--- config.mk ---
export PLATFORM = sky130hd
export DESIGN_NAME = drdy_strobe_gen
export DESIGN_NICKNAME = d
export VERILOG_FILES = /design/src/rtl/drdy_pkg.sv /design/src/rtl/drdy_release.sv /design/src/rtl/drdy_toggle.sv /design/src/rtl/drdy_tagger.sv /design/src/rtl/drdy_align_pipe.sv /design/src/rtl/drdy_strobe_gen.sv
export SDC_FILE = /design/constraint.sdc
export NUM_CORES = 1
export LEC_CHECK = 0
export ABC_AREA = 1
export BUFFER_PORTS_ARGS = -buffer_cell sky130_fd_sc_hd__buf_2
export CORE_UTILIZATION = 50
export CTS_CLUSTER_SIZE = 14
export DETAILED_ROUTE_END_ITERATION = 6
export GPL_TIMING_DRIVEN = 0
export HOLD_SLACK_MARGIN = 0.02
export PLACE_DENSITY = 0.73
export SLEW_MARGIN = 25
export SYNTH_ARGS = -nofsm -noshare
export SYNTH_HDL_FRONTEND = slang
export SYNTH_SLANG_ARGS = --single-unit
--- constraint.sdc ---
create_clock -name smp_clk -period 1.1 [get_ports smp_clk]
set_clock_uncertainty 0.2 [all_clocks]
set_input_delay 0.165 -clock smp_clk [delete_from_list [all_inputs] [get_ports smp_clk]]
set_output_delay 0.165 -clock smp_clk [all_outputs]
set_load 0.02 [all_outputs]
--- src/rtl/drdy_pkg.sv ---
package drdy_pkg;

  // Run state of the strobe: held low by the command, or running.
  typedef enum logic {
    ST_HELD = 1'b0,
    ST_RUN  = 1'b1
  } run_e;

  // Rising-edge stages needed so that the first post-release sample
  // reaches the output just before strobe rise number first_edge.
  function automatic int unsigned pipe_depth(input int unsigned first_edge);
    return 2 * first_edge - 1;
  endfunction

endpackage

--- src/rtl/drdy_release.sv ---
module drdy_release (
  input  logic            clk_i,
  input  logic            cmd_n_i,
  output drdy_pkg::run_e  state_o
);
  import drdy_pkg::*;

  run_e st_q;
  run_e st_d;

  // A rising clock edge with the command high starts the run.
  always_comb begin
    st_d = st_q;
    if (st_q == ST_HELD) begin
      st_d = ST_RUN;
    end
  end

  always_ff @(posedge clk_i or negedge cmd_n_i) begin
    if (!cmd_n_i) begin
      st_q <= ST_HELD;
    end else begin
      st_q <= st_d;
    end
  end

  assign state_o = st_q;

endmodule

--- src/rtl/drdy_toggle.sv ---
module drdy_toggle (
  input  logic clk_i,
  input  logic cmd_n_i,
  input  logic run_i,
  output logic strobe_o
);
  logic str_q;
  logic str_d;
  logic str_en;

  assign str_en = run_i;

  always_comb begin
    str_d = str_q;
    if (str_en) begin
      str_d = ~str_q;
    end
  end

  // Falling-edge register; the command clears it without a clock.
  always_ff @(negedge clk_i or negedge cmd_n_i) begin
    if (!cmd_n_i) begin
      str_q <= 1'b0;
    end else begin
      str_q <= str_d;
    end
  end

  assign strobe_o = str_q;

endmodule

--- src/rtl/drdy_tagger.sv ---
module drdy_tagger #(
  parameter int unsigned TAG_W = 8
) (
  input  logic             clk_i,
  input  logic             cmd_n_i,
  output logic [TAG_W-1:0] tag_o
);
  logic [TAG_W-1:0] cnt_q;
  logic [TAG_W-1:0] cnt_d;

  always_comb begin
    cnt_d = cnt_q + 1'b1;
  end

  always_ff @(posedge clk_i or negedge cmd_n_i) begin
    if (!cmd_n_i) begin
      cnt_q <= '0;
    end else begin
      cnt_q <= cnt_d;
    end
  end

  assign tag_o = cnt_q;

endmodule

--- src/rtl/drdy_align_pipe.sv ---
module drdy_align_pipe #(
  parameter int unsigned WORD_W = 10,
  parameter int unsigned TAG_W  = 8,
  parameter int unsigned DEPTH  = 5
) (
  input  logic              clk_i,
  input  logic              cmd_n_i,
  input  logic [WORD_W-1:0] word_i,
  input  logic [TAG_W-1:0]  tag_i,
  output logic [WORD_W-1:0] word_o,
  output logic [TAG_W-1:0]  tag_o,
  output logic              vld_o
);

  for (genvar s = 0; s < DEPTH; s++) begin : g_stage
    logic [WORD_W-1:0] w_q;
    logic [WORD_W-1:0] w_d;
    logic [TAG_W-1:0]  t_q;
    logic [TAG_W-1:0]  t_d;
    logic              v_q;
    logic              v_d;

    if (s == 0) begin : g_head
      // Any rising edge with the command high takes a real sample.
      always_comb begin
        w_d = word_i;
        t_d = tag_i;
        v_d = 1'b1;
      end
    end else begin : g_body
      always_comb begin
        w_d = g_stage[s-1].w_q;
        t_d = g_stage[s-1].t_q;
        v_d = g_stage[s-1].v_q;
      end
    end

    always_ff @(posedge clk_i or negedge cmd_n_i) begin
      if (!cmd_n_i) begin
        w_q <= '0;
        t_q <= '0;
        v_q <= 1'b0;
      end else begin
        w_q <= w_d;
        t_q <= t_d;
        v_q <= v_d;
      end
    end
  end

  assign word_o = g_stage[DEPTH-1].w_q;
  assign tag_o  = g_stage[DEPTH-1].t_q;
  assign vld_o  = g_stage[DEPTH-1].v_q;

endmodule

--- src/rtl/drdy_strobe_gen.sv ---
module drdy_strobe_gen #(
  parameter int unsigned WORD_W     = 10,
  parameter int unsigned TAG_W      = 8,
  parameter int unsigned FIRST_EDGE = 3
) (
  input  logic              smp_clk,
  input  logic              rdy_rst_n,
  input  logic [WORD_W-1:0] word_in,
  output logic [WORD_W-1:0] word_out,
  output logic [TAG_W-1:0]  tag_out,
  output logic              tag_vld,
  output logic              rdy_strobe
);
  localparam int unsigned DEPTH = drdy_pkg::pipe_depth(FIRST_EDGE);

  drdy_pkg::run_e   run_st;
  logic             armed;
  logic [TAG_W-1:0] tag_cnt;

  drdy_release u_release (
    .clk_i   (smp_clk),
    .cmd_n_i (rdy_rst_n),
    .state_o (run_st)
  );

  assign armed = (run_st == drdy_pkg::ST_RUN);

  drdy_toggle u_toggle (
    .clk_i    (smp_clk),
    .cmd_n_i  (rdy_rst_n),
    .run_i    (armed),
    .strobe_o (rdy_strobe)
  );

  drdy_tagger #(.TAG_W(TAG_W)) u_tagger (
    .clk_i   (smp_clk),
    .cmd_n_i (rdy_rst_n),
    .tag_o   (tag_cnt)
  );

  drdy_align_pipe #(
    .WORD_W (WORD_W),
    .TAG_W  (TAG_W),
    .DEPTH  (DEPTH)
  ) u_pipe (
    .clk_i   (smp_clk),
    .cmd_n_i (rdy_rst_n),
    .word_i  (word_in),
    .tag_i   (tag_cnt),
    .word_o  (word_out),
    .tag_o   (tag_out),
    .vld_o   (tag_vld)
  );

endmodule

==> flow_summary.toml <==
[power]
power.density_mw_per_mm2 = 1830
p_total_mw = 6.58
peakVddDrop_uv = 1070
power_leakage_nw = 1.67

[logic_synthesis]
seq_area_frac_synth = 0.946
synth_top_area_frac = 0.937
synth_seq_cells = 104
synth_area_leaders = "dfrtp_1 94%, nand2_1 1.5%, dfrtn_1 0.91%"
synth-warning-count = 0
syn_inst = 134
yosysUniqueCellTypes = 12
syn_area_mm2 = 0.00275
synth_nets = 147
synth_area_per_cell_um2 = 20.5
synth_largest_area_cell = "dfrtp_1"

[timing]
finalHoldViolCount = 103
whs_ns = -0.503
setup_ws_ns = -0.702
grt_setup_unrepaired = "yes"
setup_violations = 27
final_max_slew_viol_count = 0

[die]
coreArea_mm2 = 0.00520
dieArea_mm2 = 0.00580
chipHeight_um = 76.2
ios = 32
fp.dieW_um = 76.2
start_util = 0.528
rows = 26

[critical_path]
critPathLaunchType = "flop"
crit_type = "flop to output port"
crit_path_cell_trace = "buf_6"
slowest_delay_ns = 0.43
worstPathMaxFanout = 2
required_ns = 0.73
cpMaxStageDelayCell = "dfrtn_1"
cp-startpoint = "u_toggle.strobe_o"
end_kind = "output port"
worst_ep_arrival_time_ns = 1.44
r2r_start = "u_pipe.g_stage[0].v_q"
cp_top_family = "flip-flops"
crit_buf_inv = 1

[grt]
grt_pass1_wl_um = 5910
grt_pass1_vias = 1255
gr-total-overflow = 0
grt_start_max_net_pins = 67
busiest_layer = "met2"
grt_use_met3 = 0.0515
antenna_found_initial = 0
grt_util_met1 = 0.165
grt.total_usage = 0.145
grt_util_met2 = 0.226

[detailed_routing]
via_per_inst = 4.39
drcViolationCount = 0
wirelength_um = 3510
wl_per_cell_um = 13.0
dr.pass1.iters = 4
vias = 1180
drtIter0Drc = 65
ant_nets = 0

[final_layout]
layout.nets = 207
area_growth_pct = 30.4
fin_cells = 269
antenna_cells = 0
drive_gt1_frac = 0.347

[cts]
cts_max_level = 3
cts_hold_buf = 10
cts_tree = "built"
cts_buffers = 9
cts_num_sinks = 104
clk_pin_slew_worst_paths_ns = 0.09
insertion_delay_ns = 0.35
cts_max_path_buffers = 2
cts_root_buffer = "clkbuf_8"

[place]
place_congestion = 0.633
dp_hpwl_um = 1920
dp_cells = 236
port_buffers = 31

[outcome]
violations = "hold timing, setup timing"
outcome = "finished, violations left"

[worst_hold_path]
hp-class = "input pin to async pin"

[run]
cap_viol_max_count = 0
==> cell usage in the layout (no fill, tap or decap) <==
master	instances
buf_2	10
clkinv_4	1
clkbuf_8	9
dfrtp_2	2
nand2_1	9
ha_4	1
inv_6	2
o21ai_2	2
conb_1	1
xnor2_1	1
nand3_1	1
xor2_1	2
clkinvlp_4	3
inv_2	1
dlygate4sd3_1	10
nor2_2	3
nor2_1	1
dfrtn_1	1
buf_4	4
buf_16	1
nand2_2	2
xnor2_2	1
bufinv_16	1
dfrtp_1	101
buf_6	24
nand3_4	2
inv_1	3
==> state kept, by name (all words and copies together) (netlist names) <==
register / cells
u_tagger.tag_o: 8
u_pipe.vld_o: 1
u_pipe.g_stage.t_q: 32
u_pipe.word_o: 10
u_pipe.g_stage.w_q: 40
u_toggle.strobe_o: 1
u_pipe.g_stage.v_q: 4
u_pipe.tag_o: 8
==> final cells by class <==
cell class / instances / area (um2)
clock buffers: 9 / 124
clock inverters: 7 / 78.8
fillers: 325 / 1620
inverters: 4 / 15.0
multi-input cells: 26 / 198
flip-flops and latches: 104 / 2610
well taps: 70 / 87.6
repair buffers: 49 / 478
==> cells in the mapped netlist <==
cell / instances
ha_1: 1
xnor2_1: 2
inv_1: 4
nand2_1: 11
xor2_1: 2
conb_1: 1
dfrtp_1: 103
o21ai_0: 1
o21ai_1: 1
dfrtn_1: 1
nand3_1: 3
nor2_1: 4
==> routing by layer <==
metal,part of all wire,vias to the layer above
met5,0,-
met4,0.042,0
met3,0.041,13
met2,0.50,32
met1,0.42,608
li1,-,527
==> what timing repair did <==
item | in CTS | in global routing
gates resized for setup | 53 | 6
setup buffers | 7 | 0
pin swaps | 3 | 2
setup endpoints to repair | 26 | 27
endpoints found under the hold margin | 113 | 103
==> cells by family (layout without fill, tap and decap cells) <==
kind of cell    count (synthesis)  after routing  share of synthesized area
simple gates                   18             18                     0.0259
xor+xnor                        4              4                     0.0127
other cells                     1              1                    0.00136
compound gates                  2              2                    0.00364
buf+inv                         4             69                    0.00546
flops                         104            104                      0.946
fa+ha+maj                       1              1                    0.00455
==> metrics by stage <==
step	setup slack (ns)	instance area [um2]	util	setup TNS, ns
finish	-0.702	3590	0.689	-3.91
global route	-0.747	3590	0.689	-5.09
CTS	-0.709	3560	0.683	-4.30
detailed placement	-0.386	3030	0.583	-1.35
global placement	-1.59	3000	0.576	-120.89
floorplan	-0.315	2760	-	-0.661
==> power by group <==
group,switching [mW],total [mW],internal [mW],leakage [nW]
logic,0.160,0.312,0.152,0.357
registers,0.0454,3.99,3.94,1.22
clock network,1.21,2.28,1.07,0.0925
==> path summary, 6_finish.rpt <==
check	endpoint	slack, ns	cells after the start
min in group smp_clk	u_pipe.g_stage[2].t_q[6]	0.15	0
max in group asynchronous	u_toggle.strobe_o	0.11	2
hold reg to reg	u_pipe.g_stage[2].t_q[6]	0.15	0
setup / recovery	rdy_strobe	-0.70	1
hold / removal	u_pipe.word_o[2]	-0.50	1
setup reg to reg	u_toggle.strobe_o	-0.36	1
Power figures use the tool's default switching activity.
